`src/rtl/svseq_pkg.sv`:
```
package svseq_pkg;
    localparam int IDX_W     = 5;
    localparam int LEN_W     = 3;
    localparam int STRIDE_W  = 2;
    localparam int STEP_W    = STRIDE_W + 1;
    localparam int SGL_LOW   = 3;   // in-bank bits, single precision
    localparam int DBL_LOW   = 2;   // in-bank bits, double precision
    localparam int NUM_LANES = 3;   // destination, first source, second source

    typedef logic [IDX_W-1:0]  idx_t;
    typedef logic [STEP_W-1:0] step_t;
    typedef logic [LEN_W-1:0]  cnt_t;

    typedef enum logic [1:0] {
        KIND_SCALAR = 2'd0,
        KIND_MIXED  = 2'd1,
        KIND_VECTOR = 2'd2
    } op_kind_e;

    typedef enum logic {
        ST_IDLE = 1'b0,
        ST_RUN  = 1'b1
    } seq_state_e;

    typedef struct packed {
        op_kind_e kind;
        step_t    step;
        cnt_t     remain;
    } plan_t;

    // Bank-based scalar test; the bank field sits just above the in-bank bits.
    function automatic logic in_scalar_bank(idx_t idx, logic is_dbl);
        if (is_dbl)
            return idx[DBL_LOW+1:DBL_LOW] == 2'b00;
        return idx[SGL_LOW+1:SGL_LOW] == 2'b00;
    endfunction

    function automatic step_t step_from(logic [STRIDE_W-1:0] strd, logic is_dbl);
        if (is_dbl)
            return step_t'(strd >> 1) + step_t'(1);
        return step_t'(strd) + step_t'(1);
    endfunction
endpackage

```
`src/rtl/svseq_classify.sv`:
```
module svseq_classify
    import svseq_pkg::*;
(
    input  logic                is_dbl,
    input  cnt_t                len,
    input  logic [STRIDE_W-1:0] strd,
    input  idx_t                dst,
    input  idx_t                src2,
    output plan_t               plan
);
    logic dst_scalar;
    logic src2_scalar;

    always_comb begin
        dst_scalar  = in_scalar_bank(dst, is_dbl);
        src2_scalar = in_scalar_bank(src2, is_dbl);
        plan.step   = step_from(strd, is_dbl);
        if (dst_scalar) begin
            plan.kind   = KIND_SCALAR;
            plan.remain = '0;
        end else begin
            plan.kind   = src2_scalar ? KIND_MIXED : KIND_VECTOR;
            plan.remain = len;
        end
    end
endmodule

```
`src/rtl/svseq_advance.sv`:
```
module svseq_advance
    import svseq_pkg::*;
(
    input  idx_t  cur,
    input  step_t step,
    input  logic  is_dbl,
    input  logic  en,
    output idx_t  nxt
);
    localparam int SUM_W = (STEP_W > SGL_LOW ? STEP_W : SGL_LOW) + 1;

    logic [SUM_W-1:0] sum_s;
    logic [SUM_W-1:0] sum_d;

    always_comb begin
        sum_s = SUM_W'(cur[SGL_LOW-1:0]) + SUM_W'(step);
        sum_d = SUM_W'(cur[DBL_LOW-1:0]) + SUM_W'(step);
        nxt   = cur;
        if (en) begin
            if (is_dbl)
                nxt[DBL_LOW-1:0] = sum_d[DBL_LOW-1:0];
            else
                nxt[SGL_LOW-1:0] = sum_s[SGL_LOW-1:0];
        end
    end
endmodule

```
`src/rtl/svseq_ctrl.sv`:
```
module svseq_ctrl
    import svseq_pkg::*;
(
    input  logic  clk,
    input  logic  rst,
    input  logic  start,
    input  cnt_t  remain_init,
    input  logic  fire_out,
    output logic  load,
    output logic  step_en,
    output logic  valid,
    output logic  last
);
    seq_state_e state_q;
    cnt_t       remain_q;

    assign load    = (state_q == ST_IDLE) && start;
    assign valid   = (state_q == ST_RUN);
    assign last    = valid && (remain_q == '0);
    assign step_en = fire_out && !last;

    always_ff @(posedge clk) begin
        if (rst) begin
            state_q  <= ST_IDLE;
            remain_q <= '0;
        end else if (load) begin
            state_q  <= ST_RUN;
            remain_q <= remain_init;
        end else if (fire_out) begin
            if (last)
                state_q <= ST_IDLE;
            else
                remain_q <= remain_q - cnt_t'(1);
        end
    end
endmodule

```
`src/rtl/short_vec_seq.sv`:
```
module short_vec_seq
    import svseq_pkg::*;
(
    input  logic                clk,
    input  logic                rst,
    input  logic                start,
    input  logic                dbl,
    input  logic [LEN_W-1:0]    vec_len,
    input  logic [STRIDE_W-1:0] stride,
    input  logic [IDX_W-1:0]    src_d,
    input  logic [IDX_W-1:0]    src_n,
    input  logic [IDX_W-1:0]    src_m,
    output logic                seq_valid,
    input  logic                seq_ready,
    output logic [IDX_W-1:0]    idx_d,
    output logic [IDX_W-1:0]    idx_n,
    output logic [IDX_W-1:0]    idx_m,
    output logic [1:0]          kind,
    output logic                seq_last,
    output logic                busy
);
    plan_t plan_in;
    plan_t plan_q;
    logic  dbl_q;
    logic  load;
    logic  step_en;
    logic  fire_out;
    idx_t  lane_q   [NUM_LANES];
    idx_t  lane_nxt [NUM_LANES];
    idx_t  lane_src [NUM_LANES];

    assign lane_src[0] = src_d;
    assign lane_src[1] = src_n;
    assign lane_src[2] = src_m;

    svseq_classify u_classify (
        .is_dbl (dbl),
        .len    (vec_len),
        .strd   (stride),
        .dst    (src_d),
        .src2   (src_m),
        .plan   (plan_in)
    );

    assign fire_out = seq_valid && seq_ready;

    svseq_ctrl u_ctrl (
        .clk         (clk),
        .rst         (rst),
        .start       (start),
        .remain_init (plan_in.remain),
        .fire_out    (fire_out),
        .load        (load),
        .step_en     (step_en),
        .valid       (seq_valid),
        .last        (seq_last)
    );

    // One advance unit per lane; the second source moves only in vector mode.
    for (genvar g = 0; g < NUM_LANES; g++) begin : g_lane
        logic lane_en;
        if (g == NUM_LANES - 1) begin : g_src2
            assign lane_en = (plan_q.kind == KIND_VECTOR);
        end else begin : g_main
            assign lane_en = 1'b1;
        end

        svseq_advance u_adv (
            .cur    (lane_q[g]),
            .step   (plan_q.step),
            .is_dbl (dbl_q),
            .en     (lane_en),
            .nxt    (lane_nxt[g])
        );

        always_ff @(posedge clk) begin
            if (rst)
                lane_q[g] <= '0;
            else if (load)
                lane_q[g] <= lane_src[g];
            else if (step_en)
                lane_q[g] <= lane_nxt[g];
        end
    end

    always_ff @(posedge clk) begin
        if (rst) begin
            plan_q <= '{kind: KIND_SCALAR, step: '0, remain: '0};
            dbl_q  <= 1'b0;
        end else if (load) begin
            plan_q <= plan_in;
            dbl_q  <= dbl;
        end
    end

    assign idx_d = lane_q[0];
    assign idx_n = lane_q[1];
    assign idx_m = lane_q[2];
    assign kind  = plan_q.kind;
    assign busy  = seq_valid;
endmodule

```
`config.mk`:
```
export PLATFORM = sky130hd
export DESIGN_NAME = short_vec_seq
export DESIGN_NICKNAME = d
export VERILOG_FILES = /design/src/rtl/svseq_pkg.sv /design/src/rtl/svseq_classify.sv /design/src/rtl/svseq_advance.sv /design/src/rtl/svseq_ctrl.sv /design/src/rtl/short_vec_seq.sv
export SDC_FILE = /design/constraint.sdc
export NUM_CORES = 1
export LEC_CHECK = 0
export BUFFER_PORTS_ARGS = -buffer_cell sky130_fd_sc_hd__buf_2
export CORE_MARGIN = 8
export CORE_UTILIZATION = 41
export CTS_CLUSTER_DIAMETER = 200
export DETAILED_ROUTE_END_ITERATION = 6
export PLACE_DENSITY = 0.67
export SETUP_SLACK_MARGIN = 0.4
export SLEW_MARGIN = 20
export SYNTH_ARGS = -nofsm -noshare
export SYNTH_HDL_FRONTEND = slang
export SYNTH_SLANG_ARGS = --single-unit
```
`constraint.sdc`:
```
create_clock -name clk -period 1.9 [get_ports clk]
set_clock_uncertainty 0.15 [all_clocks]
set_input_delay 0.38 -clock clk [delete_from_list [all_inputs] [get_ports clk]]
set_output_delay 0.38 -clock clk [all_outputs]
set_load 0.1 [all_outputs]
```
# Word level (Yosys, flattened, before mapping)

Memory sizes are Yosys's and may differ from the RTL's.
Cells that the tools add are included.

Register bits: 10
Memory bits (writable): 15
Input port bits: 25
Output and inout bits: 20
Memories: 1

Memory list:

| name   | depth | bits a word | rd ports | clocked after memory_dff | write ports | RTL line            | source |
|---|---|---|---|---|---|---|---|
| lane_q | 3     | 5           | 3        | 0                        | 3           | short_vec_seq.sv:28 | `idx_t lane_q [NUM_LANES];` |

Add/sub/neg operators: 9
Eq/ne operators: 2
Muxes and demuxes: 38
Bitwise operators: 7
Reduce and logical (&&, ||, !) cells: 14

Operators by type and width:

| kind                  | number |
|---|---|
| $mux W5               | 6 |
| $mux W3               | 7 |
| $mux W1               | 20 |
| $mux W2               | 5 |
| $add A3 B3 Y3         | 3 |
| $logic_not A2 Y1      | 4 |
| $add A2 B2 Y2         | 3 |
| $or A1 B1 Y1          | 6 |
| $logic_and A1 B1 Y1   | 4 |
| $reduce_and A2 Y1     | 2 |
| $reduce_bool A2 Y1    | 2 |
| $add A2 B1 Y3 const B | 1 |
| $logic_not A3 Y1      | 1 |
| $sub A3 B1 Y3 const B | 1 |
| $add A1 B1 Y2 const B | 1 |
| $eq A2 B2 Y1 const B  | 1 |
| $ne A2 B2 Y1 const B  | 1 |
| $logic_not A1 Y1      | 1 |
| $not A1 Y1            | 1 |

# Logic depth before layout (Yosys ltp)

Gate-level depths: netlist of run 1.

Depth in word-level cells: 9
Gate-level depth with buffers: 7
Mapped depth without buffers: 6

# Hierarchy

A second synthesis of run 1 with hierarchy kept.

Cells, all modules: 144
Area total of the unflattened synthesis: 1,636.6 um2

Modules (own cells, without submodules):

| module         | times used | cells each | area an instance (um2) | seq. area each (um2) |
|---|---|---|---|---|
| short_vec_seq  | 1          | 64         | 933.4                  | 570.5 |
| svseq_advance  | 3          | 12         | 105.1                  | 0.0 |
| svseq_ctrl     | 1          | 32         | 265.3                  | 80.1 |
| svseq_classify | 1          | 12         | 122.6                  | 0.0 |

# Least setup slack after synthesis of run 1

OpenSTA, ideal clock, no wires.

Path kind: register -> output
From: reg u_ctrl.state_q (netlist: u_ctrl.valid)
To: out seq_last
Data arrival time: 2.478 ns
Path slack: -1.108 ns
Cell stages (with the launch flop): 3
Path through: dfxtp_1 -> inv_1 -> nor2_1

Cells in the longest elaborated chain, start to end: 1

Ends and longest elaborated chain:

| item                   | RTL line            | source |
|---|---|---|
| from (decl)            | svseq_ctrl.sv:14    | `seq_state_e state_q;` |
| from (signal assigned) | svseq_ctrl.sv:24    | `state_q <= ST_IDLE;` |
| from (signal assigned) | svseq_ctrl.sv:27    | `state_q <= ST_RUN;` |
| from (signal assigned) | svseq_ctrl.sv:31    | `state_q <= ST_IDLE;` |
| $logic_and A1 B1 Y1    | svseq_ctrl.sv:19    | `assign last = valid && (remain_q == '0);` |
| to (decl)              | short_vec_seq.sv:19 | `output logic seq_last,` |

Every way passes these cells.

==> results of run 1 <==
## per-stage QoR
stage	TNS (ps)	instance area, sq um
finish	0	2010
global route	0	2010
CTS	0	1920
detailed placement	0	1740
global placement	0	1740
floorplan	-2150	1460
## power by group through the flow
stage                     sequential (mW)  combinational [mW]  clock, mW
after floorplan                     0.927               0.207          0
after global placement              0.678               0.561          0
after detailed placement            0.680               0.573          0
after CTS                           0.675               0.630      0.255
after global routing                0.681               0.701      0.279
final                               0.675               0.665      0.246
## per-layer routing
metal	vias to the layer above	part of all wire, %
met5	-	0
li1	538	-
met4	0	1.7
met1	514	39
met3	5	6.7
met2	25	52
## area by class of cell
type	instances	area, sq um
fillers	253	1070
multi-input cells	84	749
flip-flops and latches	25	664
repair buffers	56	499
well taps	44	55.1
clock buffers	4	26.3
inverters	4	17.5
## synth_stat cells (all sizes together)
cell,number
edfxtp,15
dfxtp,10
a21oi,9
a22o,9
nand2,9
xnor2,7
and2,6
ha,6
nand2b,5
buf,4
inv,4
nand3,4
nor2,4
nor3,4
a211oi,3
fa,3
nor2b,3
and2b,2
nand3b,2
o21ai,2
a211o,1
a21o,1
a311oi,1
clkbuf,1
nand4b,1
o22ai,1
or2,1
## critical path: stages, from the launching register on
cell,delay [ps]
edfxtp_1,460
ha_4,190
fa_2,330
xnor2_1,180
xnor2_1,100
a22o_1,210
## logic make-up (layout without fill, tap and decap cells)
kind of cell	Yosys count	count (layout)
buf+inv	9	64
flops	25	25
fa+ha+maj	9	9
compound gates	27	27
simple gates	41	41
xor+xnor	7	7
## sequential cells by signal (all words and copies together) (netlist names)
signal / flops
u_ctrl.valid: 1
kind: 2
plan_q: 3
dbl_q: 1
lane_q: 15
u_ctrl.remain_q: 3
## cells in the final DEF (no fill, tap or decap), drive strengths merged, types with 5 or more instances in the layout
cell type,count
and2,6
nand2b,5
a21oi,9
nand2,9
ha,6
buf,56
a22o,9
edfxtp,15
xnor2,7
dfxtp,10
## how the worst max path moves through the flow
stage	end	slack (ps)
after CTS	lane_q[2][2]$_SDFFCE_PP0P_	70
after global routing	lane_q[1][2]$_DFFE_PP_	30
after global placement	lane_q[2][2]$_SDFFCE_PP0P_	120
after floorplan	lane_q[0][2]$_DFFE_PP_	-430
final	lane_q[2][2]$_SDFFCE_PP0P_	60
after detailed placement	lane_q[0][2]$_DFFE_PP_	100
## repair_timing
item / CTS / global route
gates resized for setup: 38 / 17
buffers inserted: 5 / 4
setup endpoints to repair: 38 / 45
endpoints found under the hold margin: 0 / 0
pin swaps: 1 / 2
==> metrics.yaml, run 1 <==
power:
  sw_frac_of_total_pct: 40.4
  p_sw_mw: 0.640
  power.density_nw_per_um2: 788
  combPwrFrac_pct: 41.9
  p_leak_nw: 0.814
  p_total_mw: 1.59
  intPower_mw: 0.946
  ir_drop_uv: 299
  pwr-share-clk_pct: 15.5
  p_seq_share_pct: 42.6
cts:
  numClockSinks: 25
  htreeDepth: 1
  clk_path_buf_depth: 2
  hold_buffers: 0
  cts_tree: "done"
  clk_latency_ps: 320
  cts_buffers: 3
  clk_pin_slew_ps: 140
  root_buffer: "clkbuf_4"
global_route:
  track_usage_pct: 13.2
  met2_usage_pct: 22.5
  grtUsageMet3_pct: 4.26
  grt_antenna_before_repair: 0
  use_met1_pct: 14.5
  grt-busiest-layer: "met2"
  grt_pass1_vias: 1132
  grt_max_degree: 15
  grt_pass1_wl_um: 5460
  grt_overflow: 0
synthesis:
  synthCells: 118
  synthAdderAreaFrac_pct: 10.1
  ys_top_cells_by_area: "edfxtp_1 (34%), dfxtp_1 (15%), ha_1 (5.6%)"
  synth_mux_area_share_pct: 0
  synth-compound-area-share_pct: 14.3
  seq_area_frac_synth_pct: 48.6
  synth_simple_gate_area_share_pct: 18.5
  synth_top_family_by_area: "simple AND/OR/NAND/NOR gates"
  synth_warnings: 0
  synth.distinct_cells: 36
  synth_xor_area_share_pct: 4.58
  synth_nets: 152
  synth_top_area_cell: "edfxtp_1"
  ys_ff_latch: 25
  synth_area_per_cell_sq_um: 11.4
  synth_top_area_share_pct: 33.6
  syn_area_sq_um: 1340
critical_path:
  startpoint_type: "register"
  worstPathRequired_ps: 1840
  r2r-end: "lane_q[2][2]$_SDFFCE_PP0P_"
  cp-end-kind: "register"
  reg2reg_setup_slack_ps: 60
  reg2reg_depth: 5
  rr_startpoint: "lane_q[2][0]$_SDFFCE_PP0P_"
  crit_start: "lane_q[2][0]$_SDFFCE_PP0P_"
  critical_path_class: "reg2reg"
  arrival_ps: 1780
  cp_max_fo: 2
timing:
  period_minus_slack_ps: 1840
  relSlewSlack_pct: 67.6
  hold_viol: 0
  setup_viol: 0
  hold_ws_ps: 143
  fin_crit_sh_pct: 96.6
  rsz0062_at_grt: "yes"
  worstMarginPinSlew_ps: 489
  slew_violations: 0
  worst_slack_ps: 64.3
  fmax_ghz: 0.545
placed_design:
  dp_cells: 204
  dp_hpwl_um: 2510
  pre_cts_ws_ps: 96.3
  io_buffers: 44
  place_congestion: 0.771
drt:
  drtIter0Drc: 48
  final_antenna_net_count: 0
  viasPerCell: 4.99
  dr.pass1.iters: 4
  routed_wl_um: 3390
  drc: 0
  vias: 1082
  wl_per_cell_um: 15.6
final_layout:
  area_delta_synth_final_pct: 50.1
  final_cells: 217
  drive_gt1_share_pct: 53.8
  final_nets: 208
  final_core_util_pct: 65.4
  diodes: 0
die:
  die_area_sq_um: 5350
  core.rowCount: 20
  die_y_um: 73.2
  io_pins: 45
  design.core.area_sq_um: 3080
  start_util_pct: 43.5
  die_w_um: 73.2
status:
  status: "finished, final reports clean"
flow_run:
  maxCapViolCount: 0
hold_path:
  min_path_type: "in2reg"
  holdCritStartpoint: "vec_len[1]"
  hold_end: "u_ctrl.remain_q[1]$_SDFFE_PP0P_"
  hold_depth: 3
No activity file was read; power rests on OpenSTA's default activity.
==> run 2, diff against run 1 <==
--- a/config.mk
+++ b/config.mk
@@ -11,6 +11,7 @@
 export CTS_CLUSTER_DIAMETER = 200
 export DETAILED_ROUTE_END_ITERATION = 6
 export PLACE_DENSITY = 0.67
+export RECOVER_POWER = 25
 export SETUP_SLACK_MARGIN = 0.4
 export SLEW_MARGIN = 20
 export SYNTH_ARGS = -nofsm -noshare
==> metrics.yaml, run 2 (synthesized netlist as in run 1, its figures left out) <==
global_route:
  grt_pass1_wl_um: 5460  # unchanged
  grt_overflow: 0  # unchanged
  track_usage_pct: 13.2  # unchanged
  grt_pass1_vias: 1132  # unchanged
  grt_max_degree: 15  # unchanged
  grt_antenna_before_repair: 0  # unchanged
final_layout:
  n_fill_cell: 258  # +2.0%
  diodes: 0  # unchanged
  largest_reg_flops: 15  # unchanged
  final_common_cell: "buf_2"
  reg_top3: "lane_q (15), plan_q (3), u_ctrl.remain_q (3)"
  drive_gt1_share_pct: 50.9  # -2.9 points
  regMostFlops: "lane_q"
  final_nets: 208  # unchanged
  area_delta_synth_final_pct: 48.8
  mostFrequentLayoutCells: "buf_2 (25), buf_6 (19), edfxtp_1 (15), nand2_1 (8)"
  final_cells: 217  # unchanged
die:
  die_area_sq_um: 5350  # unchanged
  design.core.area_sq_um: 3080  # unchanged
  core.rowCount: 20  # unchanged
  start_util_pct: 43.5  # unchanged
  io_pins: 45  # unchanged
  die_w_um: 73.2  # unchanged
  die_y_um: 73.2  # unchanged
power:
  power.density_nw_per_um2: 795  # +0.86%
  ir_drop_uv: 301  # +0.46%
  p_leak_nw: 0.805  # -1.1%
  p_total_mw: 1.59  # about the same
drt:
  viasPerCell: 5.02  # +0.65%
  drtIter0Drc: 47  # -2.1%
  final_antenna_net_count: 0  # unchanged
  vias: 1089  # +0.65%
  highest_layer: "met4"
  dr_wl_met3_um: 228  # unchanged
  wl_per_cell_um: 15.7  # +0.35%
  met2_length_um: 1760  # -0.45%
  dr.pass1.iters: 4  # unchanged
  met1_length_um: 1360  # +1.4%
  drc: 0  # unchanged
  routed_wl_um: 3400  # +0.35%
cts:
  cts_buffers: 3  # unchanged
  clk_pin_slew_ps: 140  # about the same
  numClockSinks: 25  # unchanged
  clk_path_buf_depth: 2  # unchanged
  hold_buffers: 0  # unchanged
  cts_tree: "done"
  htreeDepth: 1  # unchanged
  clk_latency_ps: 330  # about the same
  root_buffer: "clkbuf_4"
placed_design:
  dp_cells: 204  # unchanged
  io_buffers: 44  # unchanged
  dp_hpwl_um: 2510  # unchanged
  place_congestion: 0.771  # unchanged
  pre_cts_ws_ps: 96.3  # unchanged
timing:
  slew_violations: 0  # unchanged
  worstMarginPinSlew_ps: 489  # -0.0188 ps
  hold_viol: 0  # unchanged
  worst_slack_ps: 65.3  # +0.971 ps
  hold_ws_ps: 142  # -0.921 ps
  fin_crit_sh_pct: 96.6  # about the same
  relSlewSlack_pct: 67.6  # about the same
  fmax_ghz: 0.545  # about the same
  setup_viol: 0  # unchanged
  rsz0062_at_grt: "yes"
  period_minus_slack_ps: 1830  # -0.971 ps
  tns_ps: 0  # unchanged
critical_path:
  critical_path_class: "reg2reg"
  crit_top_cell: "xnor2_1"
  worstPathRequired_ps: 1850  # about the same
  cp.buffers_inverters: 0  # unchanged
  startpoint_type: "register"
  arrival_ps: 1790  # about the same
  cpPeakStageDelay_ps: 460  # about the same
  timing.critical_path.max_delay_family: "adder cells"
  cp-end-kind: "register"
  cp_max_fo: 2  # unchanged
  crit_chain: "ha_4, fa_2, xnor2_1, xnor2_1, a22o_1"
  worst_path_max_delay_cell: "edfxtp_1"
hold_path:
  min_path_type: "in2reg"
flow_run:
  maxCapViolCount: 0  # unchanged
status:
  status: "finished, final reports clean"
[run 2: timing repair]
item | 4_1_cts | 5_1_grt
gates cloned | 0 | 0
resized for setup | 38 | 17
pin swaps | 1 | 2
setup endpoints to repair | 38 | 45
buffers inserted | 5 | 4
[run 2: routing by layer]
| metal | global-route usage (%) | vias up |
|---|---|---|
| met5 | 0 | - |
| met4 | 5.78 | 0 |
| met3 | 4.26 | 5 |
| met2 | 22.5 | 25 |
| met1 | 14.5 | 521 |
| li1 | - | 538 |
[run 2: per-stage QoR]
stage	instance area, sq um	util [%]
finish	1990	64.8
global route	1990	64.8
CTS	1920	62.3
detailed placement	1740	56.4
global placement	1740	56.4
floorplan	1460	-
[run 2: layout make-up]
cell class | count | area (sq um) | area share [%]
clock buffer | 4 | 26.3 | 1.32
inverter | 4 | 17.5 | 0.878
multi-input combinational | 84 | 741 | 37.1
sequential | 25 | 659 | 33.1
tap | 44 | 55.1 | 2.76
timing repair buffer | 56 | 495 | 24.8
[run 2: where the power goes]
| group | leakage [nW] | switching, mW | total, mW | internal (mW) |
|---|---|---|---|---|
| logic | 0.543 | 0.428 | 0.660 | 0.233 |
| registers | 0.247 | 0.0474 | 0.674 | 0.627 |
| clock network | 0.0150 | 0.168 | 0.250 | 0.0824 |
| total | 0.805 | 0.643 | 1.59 | 0.942 |
[run 2: worst reg2reg max path, stage by stage (launching register included)]
cell and delay, ps:
edfxtp_1 460, ha_4 190, fa_2 330, xnor2_1 180, xnor2_1 100, a22o_1 210
[run 2: path summary, 6_finish.rpt]
| kind | startpoint | endpoint | slack [ps] | cells past startpoint |
|---|---|---|---|---|
| hold reg to reg | kind[0]$_SDFFE_PP0P_ | kind[0]$_SDFFE_PP0P_ | 340 | 2 |
| setup / recovery | lane_q[2][0]$_SDFFCE_PP0P_ | lane_q[2][2]$_SDFFCE_PP0P_ | 70 | 5 |
| hold / removal | vec_len[1] | u_ctrl.remain_q[1]$_SDFFE_PP0P_ | 140 | 3 |
| setup reg to reg | lane_q[2][0]$_SDFFCE_PP0P_ | lane_q[2][2]$_SDFFCE_PP0P_ | 70 | 5 |
